--- config.mk ---
export PLATFORM = sky130hd
export DESIGN_NAME = eth_worst_arrival_gen
export DESIGN_NICKNAME = d
export VERILOG_FILES = /design/src/rtl/eth_arrival_pkg.sv /design/src/rtl/bit_tick_div.sv /design/src/rtl/frame_slot_timer.sv /design/src/rtl/eth_worst_arrival_gen.sv
export SDC_FILE = /design/constraint.sdc
export NUM_CORES = 1
export LEC_CHECK = 0
export ABC_AREA = 1
export CORE_ASPECT_RATIO = 1.75
export CORE_MARGIN = 3
export CORE_UTILIZATION = 55
export DETAILED_ROUTE_END_ITERATION = 16
export PLACE_DENSITY = 0.78
export SLEW_MARGIN = 5
export SYNTH_ARGS = -nofsm -noshare
export SYNTH_HDL_FRONTEND = slang
export SYNTH_SLANG_ARGS = --single-unit
--- constraint.sdc ---
create_clock -name clk -period 4.6 [get_ports clk]
set_input_delay 0.69 -clock clk [delete_from_list [all_inputs] [get_ports clk]]
set_output_delay 0.69 -clock clk [all_outputs]
set_load 0.005 [all_outputs]
--- src/rtl/eth_arrival_pkg.sv ---
package eth_arrival_pkg;

    typedef enum logic [1:0] {
        FC_SMALL = 2'b00,
        FC_LARGE = 2'b01,
        FC_HUGE  = 2'b10,
        FC_SPARE = 2'b11
    } frame_class_e;

    typedef enum logic [1:0] {
        LR_10M  = 2'b00,
        LR_100M = 2'b01,
        LR_1G   = 2'b10,
        LR_10G  = 2'b11
    } line_rate_e;

    typedef struct packed {
        frame_class_e cls;
        line_rate_e   rate;
    } slot_cfg_t;

    localparam int unsigned GAP_BITS       = 96;
    localparam int unsigned LEAD_BYTES     = 8;
    localparam int unsigned SMALL_WIRE     = 576;
    localparam int unsigned LARGE_WIRE     = 12208;
    localparam int unsigned HUGE_WIRE      = 72208;
    localparam int unsigned HUGE_BYTES     = HUGE_WIRE / 8 - LEAD_BYTES;
    localparam int unsigned BIT_W          = $clog2(HUGE_WIRE + GAP_BITS + 1);

    function automatic int unsigned wire_time(frame_class_e c);
        case (c)
            FC_LARGE: return LARGE_WIRE;
            FC_HUGE:  return HUGE_WIRE;
            default:  return SMALL_WIRE;
        endcase
    endfunction

    function automatic int unsigned slot_time(frame_class_e c);
        return wire_time(c) + GAP_BITS;
    endfunction

    function automatic int unsigned payload_blocks(frame_class_e c, int unsigned blk_bytes);
        int unsigned nbytes;
        nbytes = wire_time(c) / 8 - LEAD_BYTES;
        return (nbytes + blk_bytes - 1) / blk_bytes;
    endfunction

endpackage

--- src/rtl/bit_tick_div.sv ---
module bit_tick_div #(
    parameter int DIV_W = 4
) (
    input  logic             clk,
    input  logic             rst,
    input  logic             run,
    input  logic [DIV_W-1:0] divisor,
    output logic             tick
);
    logic [DIV_W-1:0] cnt_q;

    assign tick = run && (cnt_q == divisor - DIV_W'(1));

    always_ff @(posedge clk) begin
        if (rst || !run) begin
            cnt_q <= '0;
        end else if (tick) begin
            cnt_q <= '0;
        end else begin
            cnt_q <= cnt_q + DIV_W'(1);
        end
    end


    div_range_chk: assert property (@(posedge clk) disable iff (rst)
        run |-> (cnt_q < divisor));

endmodule

--- src/rtl/frame_slot_timer.sv ---
module frame_slot_timer
    import eth_arrival_pkg::*;
(
    input  logic             clk,
    input  logic             rst,
    input  logic             run,
    input  logic             tick,
    input  logic [BIT_W-1:0] wire_len,
    input  logic [BIT_W-1:0] slot_len,
    output logic             wire_done,
    output logic             slot_done
);
    logic [BIT_W-1:0] pos_q;

    assign wire_done = run && tick && (pos_q == wire_len - BIT_W'(1));
    assign slot_done = run && tick && (pos_q == slot_len - BIT_W'(1));

    always_ff @(posedge clk) begin
        if (rst || !run) begin
            pos_q <= '0;
        end else if (slot_done) begin
            pos_q <= '0;
        end else if (tick) begin
            pos_q <= pos_q + BIT_W'(1);
        end
    end


    slot_range_chk: assert property (@(posedge clk) disable iff (rst)
        run |-> (pos_q < slot_len));


    gap_order_chk: assert property (@(posedge clk) disable iff (rst)
        wire_done |=> !slot_done);

endmodule

--- src/rtl/eth_worst_arrival_gen.sv ---
module eth_worst_arrival_gen
    import eth_arrival_pkg::*;
#(
    parameter int  DIV_10M     = 8,
    parameter int  DIV_100M    = 4,
    parameter int  DIV_1G      = 2,
    parameter int  DIV_10G     = 1,
    parameter int  BLOCK_BYTES = 8,
    parameter int  CNT_W       = 16,
    localparam int BLK_W       = $clog2(HUGE_BYTES / BLOCK_BYTES + 2),
    localparam int DIV_MAX     = (DIV_10M > DIV_100M ? DIV_10M : DIV_100M) >
                                 (DIV_1G > DIV_10G ? DIV_1G : DIV_10G) ?
                                 (DIV_10M > DIV_100M ? DIV_10M : DIV_100M) :
                                 (DIV_1G > DIV_10G ? DIV_1G : DIV_10G),
    localparam int DIV_W       = $clog2(DIV_MAX + 1)
) (
    input  logic             clk,
    input  logic             rst,
    input  logic             enable,
    input  logic [1:0]       frame_class,
    input  logic [1:0]       line_rate,
    output logic             arrival,
    output logic [BLK_W-1:0] frame_blocks,
    output logic [CNT_W-1:0] frame_count
);
    slot_cfg_t        cfg_q;
    slot_cfg_t        cfg_in;
    logic             active_q;
    logic             go;
    logic             tick;
    logic             wire_done;
    logic             slot_done;
    logic [DIV_W-1:0] divisor;
    logic [BIT_W-1:0] wire_len;
    logic [BIT_W-1:0] slot_len;

    assign cfg_in = '{cls: frame_class_e'(frame_class), rate: line_rate_e'(line_rate)};
    assign go     = active_q && enable;

    always_comb begin
        case (cfg_q.rate)
            LR_10M:  divisor = DIV_W'(DIV_10M);
            LR_100M: divisor = DIV_W'(DIV_100M);
            LR_1G:   divisor = DIV_W'(DIV_1G);
            default: divisor = DIV_W'(DIV_10G);
        endcase
        wire_len = BIT_W'(wire_time(cfg_q.cls));
        slot_len = BIT_W'(slot_time(cfg_q.cls));
    end

    // configuration is captured on start and at each slot boundary only
    always_ff @(posedge clk) begin
        if (rst) begin
            active_q <= 1'b0;
            cfg_q    <= '0;
        end else if (!enable) begin
            active_q <= 1'b0;
        end else if (!active_q || slot_done) begin
            active_q <= 1'b1;
            cfg_q    <= cfg_in;
        end
    end

    bit_tick_div #(.DIV_W(DIV_W)) u_div (
        .clk     (clk),
        .rst     (rst),
        .run     (go),
        .divisor (divisor),
        .tick    (tick)
    );

    frame_slot_timer u_timer (
        .clk       (clk),
        .rst       (rst),
        .run       (go),
        .tick      (tick),
        .wire_len  (wire_len),
        .slot_len  (slot_len),
        .wire_done (wire_done),
        .slot_done (slot_done)
    );

    always_ff @(posedge clk) begin
        if (rst) begin
            arrival      <= 1'b0;
            frame_blocks <= '0;
            frame_count  <= '0;
        end else begin
            arrival <= go && wire_done;
            if (go && wire_done) begin
                frame_blocks <= BLK_W'(payload_blocks(cfg_q.cls, BLOCK_BYTES));
                frame_count  <= frame_count + CNT_W'(1);
            end
        end
    end


    arrival_pulse_chk: assert property (@(posedge clk) disable iff (rst)
        arrival |=> !arrival);


    count_step_chk: assert property (@(posedge clk) disable iff (rst)
        arrival |-> (frame_count == CNT_W'($past(frame_count) + 1)));


    count_hold_chk: assert property (@(posedge clk) disable iff (rst)
        !arrival |-> $stable(frame_count));


    disabled_quiet_chk: assert property (@(posedge clk) disable iff (rst)
        !enable |=> !arrival);


    blocks_hold_chk: assert property (@(posedge clk) disable iff (rst)
        !arrival |-> $stable(frame_blocks));

endmodule

Word-level counts from Yosys, hierarchy flattened:

Cells that the tools add are included.

* register bits: 54
* output and inout bits: 28
* input port bits: 7
* word-level logic and storage cells: 45

* mux-type cells: 4
* eq/ne operators: 7
* $add $sub $neg: 10
* bitwise logic cells: 1
* reductions and logical operators: 15

Operators by type and width (count)
* 17-bit equality test: 2
* 17-bit 2-to-1 mux: 2
* 17-bit one-hot mux with 2 select lines: 1
* 17-bit by 1-bit subtractor with 17-bit output (second input constant): 2
* 17-bit by 1-bit adder with 17-bit output (second input constant): 1
* 17-bit by 7-bit adder with 17-bit output (second input constant): 1
* 16-bit by 1-bit adder with 16-bit output (second input constant): 1
* 14-bit by 5-bit adder with 14-bit output (second input constant): 1
* 14-bit by 2-bit subtractor with 14-bit output (second input constant): 1
* 14-bit by 4-bit subtractor with 14-bit output (second input constant): 1
* 4-bit one-hot mux with 3 select lines: 1
* 1-bit logical AND: 6
* 2-bit OR reduction: 3
* 4-bit by 1-bit adder with 4-bit output (second input constant): 1
* 2-bit by 1-bit equality test with 1-bit output (second input constant): 2
* 2-bit equality test (second input constant): 2
* 4-bit equality test: 1
* 4-bit by 1-bit subtractor with 4-bit output (second input constant): 1
* 1-bit zero test: 2
* 2-bit zero test: 1
* 1-bit logical OR: 2
* 2-bit AND reduction: 1
* 1-bit NOT: 1

Logic depth before layout (Yosys ltp):

* depth in word-level cells: 13
* depth in mapped cells: 15
* gate-level depth less buffers: 13

Cells and area by module:

A second synthesis with hierarchy kept.

* cells, all modules: 604
* area total of the unflattened synthesis: 3806.2 um^2

By module, submodules not included
* frame_slot_timer: times used 1, cells each 359, area an instance 2080.7 um^2, seq. area each 340.3 um^2
* eth_worst_arrival_gen: times used 1, cells each 198, area an instance 1400.1 um^2, seq. area each 540.5 um^2
* bit_tick_div: times used 1, cells each 47, area an instance 325.3 um^2, seq. area each 80.1 um^2

Worst setup path before layout:

Ideal clock, no wire load.

* path kind: input -> register
* start: in enable
* end: reg frame_count[6]
* data required time: 4.472 ns
* path slack: 2.701 ns
* path buffers: 2
* stages on the path: 11
* setup time: 0.128 ns
* data arrival time: 1.772 ns
* path through: buf_4 -> nand3_1 -> nor2_2 -> nand3_2 -> nor2_4 -> nand2_4 -> inv_2 -> buf_6 -> nand3_1 -> nand2_1 -> nor2_1

* longest elaborated chain between the ends: 5

Ends and longest elaborated chain
* start, declared: line eth_worst_arrival_gen.sv:19 `input logic enable,`
* 1-bit logical AND *: line eth_worst_arrival_gen.sv:38 `assign go = active_q && enable;`
* 1-bit logical AND: line bit_tick_div.sv:12 `assign tick = run && (cnt_q == divisor - DIV_W'(1));`
* 1-bit logical AND (2 in series): line frame_slot_timer.sv:15 `assign wire_done = run && tick && (pos_q == wire_len - BIT_W'(1));`
* 1-bit logical AND *: line eth_worst_arrival_gen.sv:90 `if (go && wire_done) begin`
* end signal, assigned: line eth_worst_arrival_gen.sv:92 `frame_count <= frame_count + CNT_W'(1);`
* end, declared: line eth_worst_arrival_gen.sv:24 `output logic [CNT_W-1:0] frame_count`

Every way passes the cells marked *; elsewhere a longest branch is shown, timed or not.
A chain may end at the register's enable or synchronous reset.

Final worst setup path:

* start: in enable
* end: reg frame_count[10]

The elaborated chain is that of the path after synthesis.

==> summary.txt <==
Logic synthesis
  • Yosys cell types: 29
  • Yosys warning total: 0
  • #FFs+latches synth: 49
  • Largest family of logic cells by synthesized area: simple AND/OR/NAND/NOR gates
  • Synth Area in Compound Gates: 0.0763
  • XOR/XNOR Fraction of Synth Area: 0.0424
  • Post-Synth Adder-Cell Area: 0.0282
  • Mux cell area share after synthesis: 0
  • Synth Cell Area: 0.00310 sq mm
  • Simple-Gate Fraction of Synth Area: 0.410
  • Syn Inst Count: 500
  • Seq/Total Area, Yosys: 0.316
  • Syn_area_per_cell: 6.20 sq um

Setup path
  • Critical path capture point type: register
  • Crit-path slowest cell: clkdlybuf4s50_1
  • RR Endpoint: frame_count[10]$_SDFFE_PP0P_
  • Crit path DAT: 2.81 ns
  • CP peak stage delay: 0.65 ns
  • Crit path launch type: input pin
  • Worst R2R Start: cfg_q[2]$_SDFFE_PP0P_
  • Critical path peak fanout: 16
  • Crit-path most repeated cell: nand3_1
  • Worst Path Required: 4.78 ns
  • Setup CP Type: input pin to register
  • Setup slack, reg-to-reg: ~2.3 ns
  • R2R depth: 13
  • CP cell instances: clkdlybuf4s50_1, nand3_1, nor2_2, nand3_2, nor2_4, nand2_4, inv_2, nand3_1, nand2_1, nor2_1

Finish
  • Final instance area: 0.00349 sq mm
  • Layout cells sized above 1: 0.0574
  • Final Util: 0.653
  • Non-filler cells, final: between 500 and 600
  • Ant diodes: 0
  • Area Growth Syn to Fin: 12.6%
  • NumNets Final: 536

Clocking
  • CTS buffer count: 5
  • Reg clk slew, reported paths: 0.09 ns
  • Clock root buffer: clkbuf_8
  • Clock sink total: 49
  • CTS hold repair buffers: 0
  • Total setup buffers inserted after CTS: 0
  • Resized cells post-CTS: 0
  • Clk buf depth: 2
  • H-tree depth: 2
  • CTS tree: built
  • Skew-Pair Late Insertion Delay: 0.31 ns

Floorplan
  • Starting Density: 0.580
  • Die Y-Extent: 105 um
  • Die X-Extent: 62.8 um
  • I/O pin cnt: 35
  • Placement Rows: 35
  • Die ar.: 0.00661 sq mm
  • Core Area: 0.00534 sq mm

Detailed routing
  • Remaining DRCs: 0
  • Final ANT Viol Nets: 0
  • Avg WL per Cell: 12.0 um
  • Vias per std cell: 5.07
  • Router iterations before antenna repair: 4
  • DRT iter0 DRCs: 181
  • DR WL met2: 3980 um
  • Met3 WL: ~180 um
  • DRT Wirelength: just over 7000 um
  • Metal-1 WL: 2750 um
  • Top Metal Used: met4
  • Total number of vias: 3,029

Global routing
  • Remaining Overflow, GRT: 0
  • Vias in the first global route: between 2,000 and 3,000
  • Pin count of the biggest net entering global routing: 20
  • Initial antenna violation count: 0
  • GRT Util Overall: 0.232
  • First-pass GRT wire length: 12,400 um

STA
  • Final min period: 2.62 ns
  • Max Slew Vio Count: 0
  • Final TNS setup: 0 ns
  • Hold_ws: 0.466 ns
  • RSZ-0062 raised after global routing: no
  • Final Hold Vio Count: 0
  • Final setup vio count: 0
  • PnR worst setup slack: 1.98 ns
  • Final Cycle Share: 0.570
  • Slew at the pin closest to its max-slew limit: between 0.5 and 0.6 ns
  • Achievable Freq: 381 MHz
  • Clk_skew: between 0.005 and 0.006 ns
  • Slew HR: 0.625

Hold path
  • Hold_sp: u_div.cnt_q[0]$_SDFF_PP0_
  • HP Class: register to register
  • Worst Hold Path EP: u_div.cnt_q[0]$_SDFF_PP0_
  • WHS Path Cells: 1

Placed design
  • Port bufs: 32
  • Pre-CTS setup slack: approximately 1.7 ns
  • Detail Placement HPWL: 5680 um
  • Cell Area, Placed: 0.00339 sq mm
  • Global placer's final weighted congestion: approximately 0.99
  • Placed insts: 589

Power
  • Leak: roughly 1.3 nW
  • Tot Pwr: 0.789 mW
  • P per Cell Area: 226 mW/mm^2
  • Worst vdd ir: 0.000187 V

Status
  • Status: finished, final reports clean

Job
  • Max-Cap Viols: 0
how the worst max path moves through the flow:
| stage | to | depth (start not counted) | slack, ns | startpoint |
|---|---|---|---|---|
| floorplan | frame_count[6]$_SDFFE_PP0P_ | 11 | 2.70 | enable |
| global placement | frame_count[8]$_SDFFE_PP0P_ | 10 | 1.72 | enable |
| detailed placement | frame_count[4]$_SDFFE_PP0P_ | 10 | 1.65 | enable |
| CTS | frame_count[4]$_SDFFE_PP0P_ | 10 | 1.97 | enable |
| global route | frame_blocks[0]$_SDFFE_PP0P_ | 9 | 1.72 | enable |
| finish | frame_count[10]$_SDFFE_PP0P_ | 10 | 1.98 | enable |
critical path, delay by kind of cell:
kind,cells,cell delay (ns)
buf+inv,2,0.86
simple gates,8,1.24
cell usage in the layout, fill, tap and decap left out, drive strengths merged:
| master | instances |
|---|---|
| xor2 | 10 |
| nor2 | 84 |
| nor3b | 1 |
| clkdlybuf4s50 | 32 |
| ha | 7 |
| conb | 2 |
| dfxtp | 49 |
| inv | 68 |
| clkinv | 1 |
| nand4 | 15 |
| nand3b | 1 |
| o21ai | 17 |
| nand2 | 145 |
| nor3 | 7 |
| nor4 | 1 |
| xnor2 | 5 |
| o21bai | 3 |
| a21oi | 25 |
| nand3 | 42 |
| buf | 1 |
| clkbuf | 7 |
flip-flops by register name (all words and copies together), names as in the netlist:
name,cells
active_q,1
u_div.cnt_q,4
frame_count,16
frame_blocks,6
u_timer.pos_q,17
arrival,1
cfg_q,4
Yosys cell counts:
cell	number	area share
ha_1	7	0.028
nor2_1	75	0.091
nand4_1	15	0.030
nor2_4	1	0.0036
inv_1	61	0.074
buf_4	12	0.029
o21ai_1	1	0.0016
nand3b_1	1	0.0024
nand3_2	3	0.0097
inv_2	7	0.0085
o21ai_0	16	0.026
buf_6	2	0.0073
nor2_2	8	0.016
nand2_1	144	0.17
o21bai_2	1	0.0036
xnor2_1	5	0.014
nand2_4	1	0.0036
a21oi_1	25	0.040
buf_2	3	0.0048
nor3b_1	1	0.0024
clkbuf_1	1	0.0012
conb_1	1	0.0012
dfxtp_1	49	0.32
o21bai_1	2	0.0048
xor2_1	10	0.028
buf_1	1	0.0012
nor3_1	7	0.011
nand3_1	39	0.063
nor4_1	1	0.0020
cells by family after synthesis:
kind of cell | count (synthesis)
AND/OR/NAND/NOR | 296
buffers and inverters | 87
flip-flops | 49
AO/OA/AOI/OAI | 45
XOR/XNOR | 15
adder cells (fa/ha/maj) | 7
other | 1
power by group:
group,leakage (nW),internal (mW),switching [mW],total (mW)
Sequential,0.396,0.427,0.00363,0.431
Clock,0.0542,0.136,0.145,0.281
Combinational,0.892,0.0262,0.0513,0.0775
Total,1.34,0.590,0.200,0.789
routing by layer:
layer | vias to the layer above | track usage
met1 | 1358 | 0.222
met5 | - | 0
li1 | 1593 | -
met3 | 21 | 0.0373
met2 | 57 | 0.459
met4 | 0 | 0.115
layout make-up:
cell class	count	area (sq um)
timing repair buffer	33	328
fill	548	1850
clock buffer	7	96.3
inverter	68	255
tap	74	92.6
multi-input combinational	365	1730
sequential	49	981
clock inverter	1	5.00
Note: power is estimated with default switching activity, not from simulation.
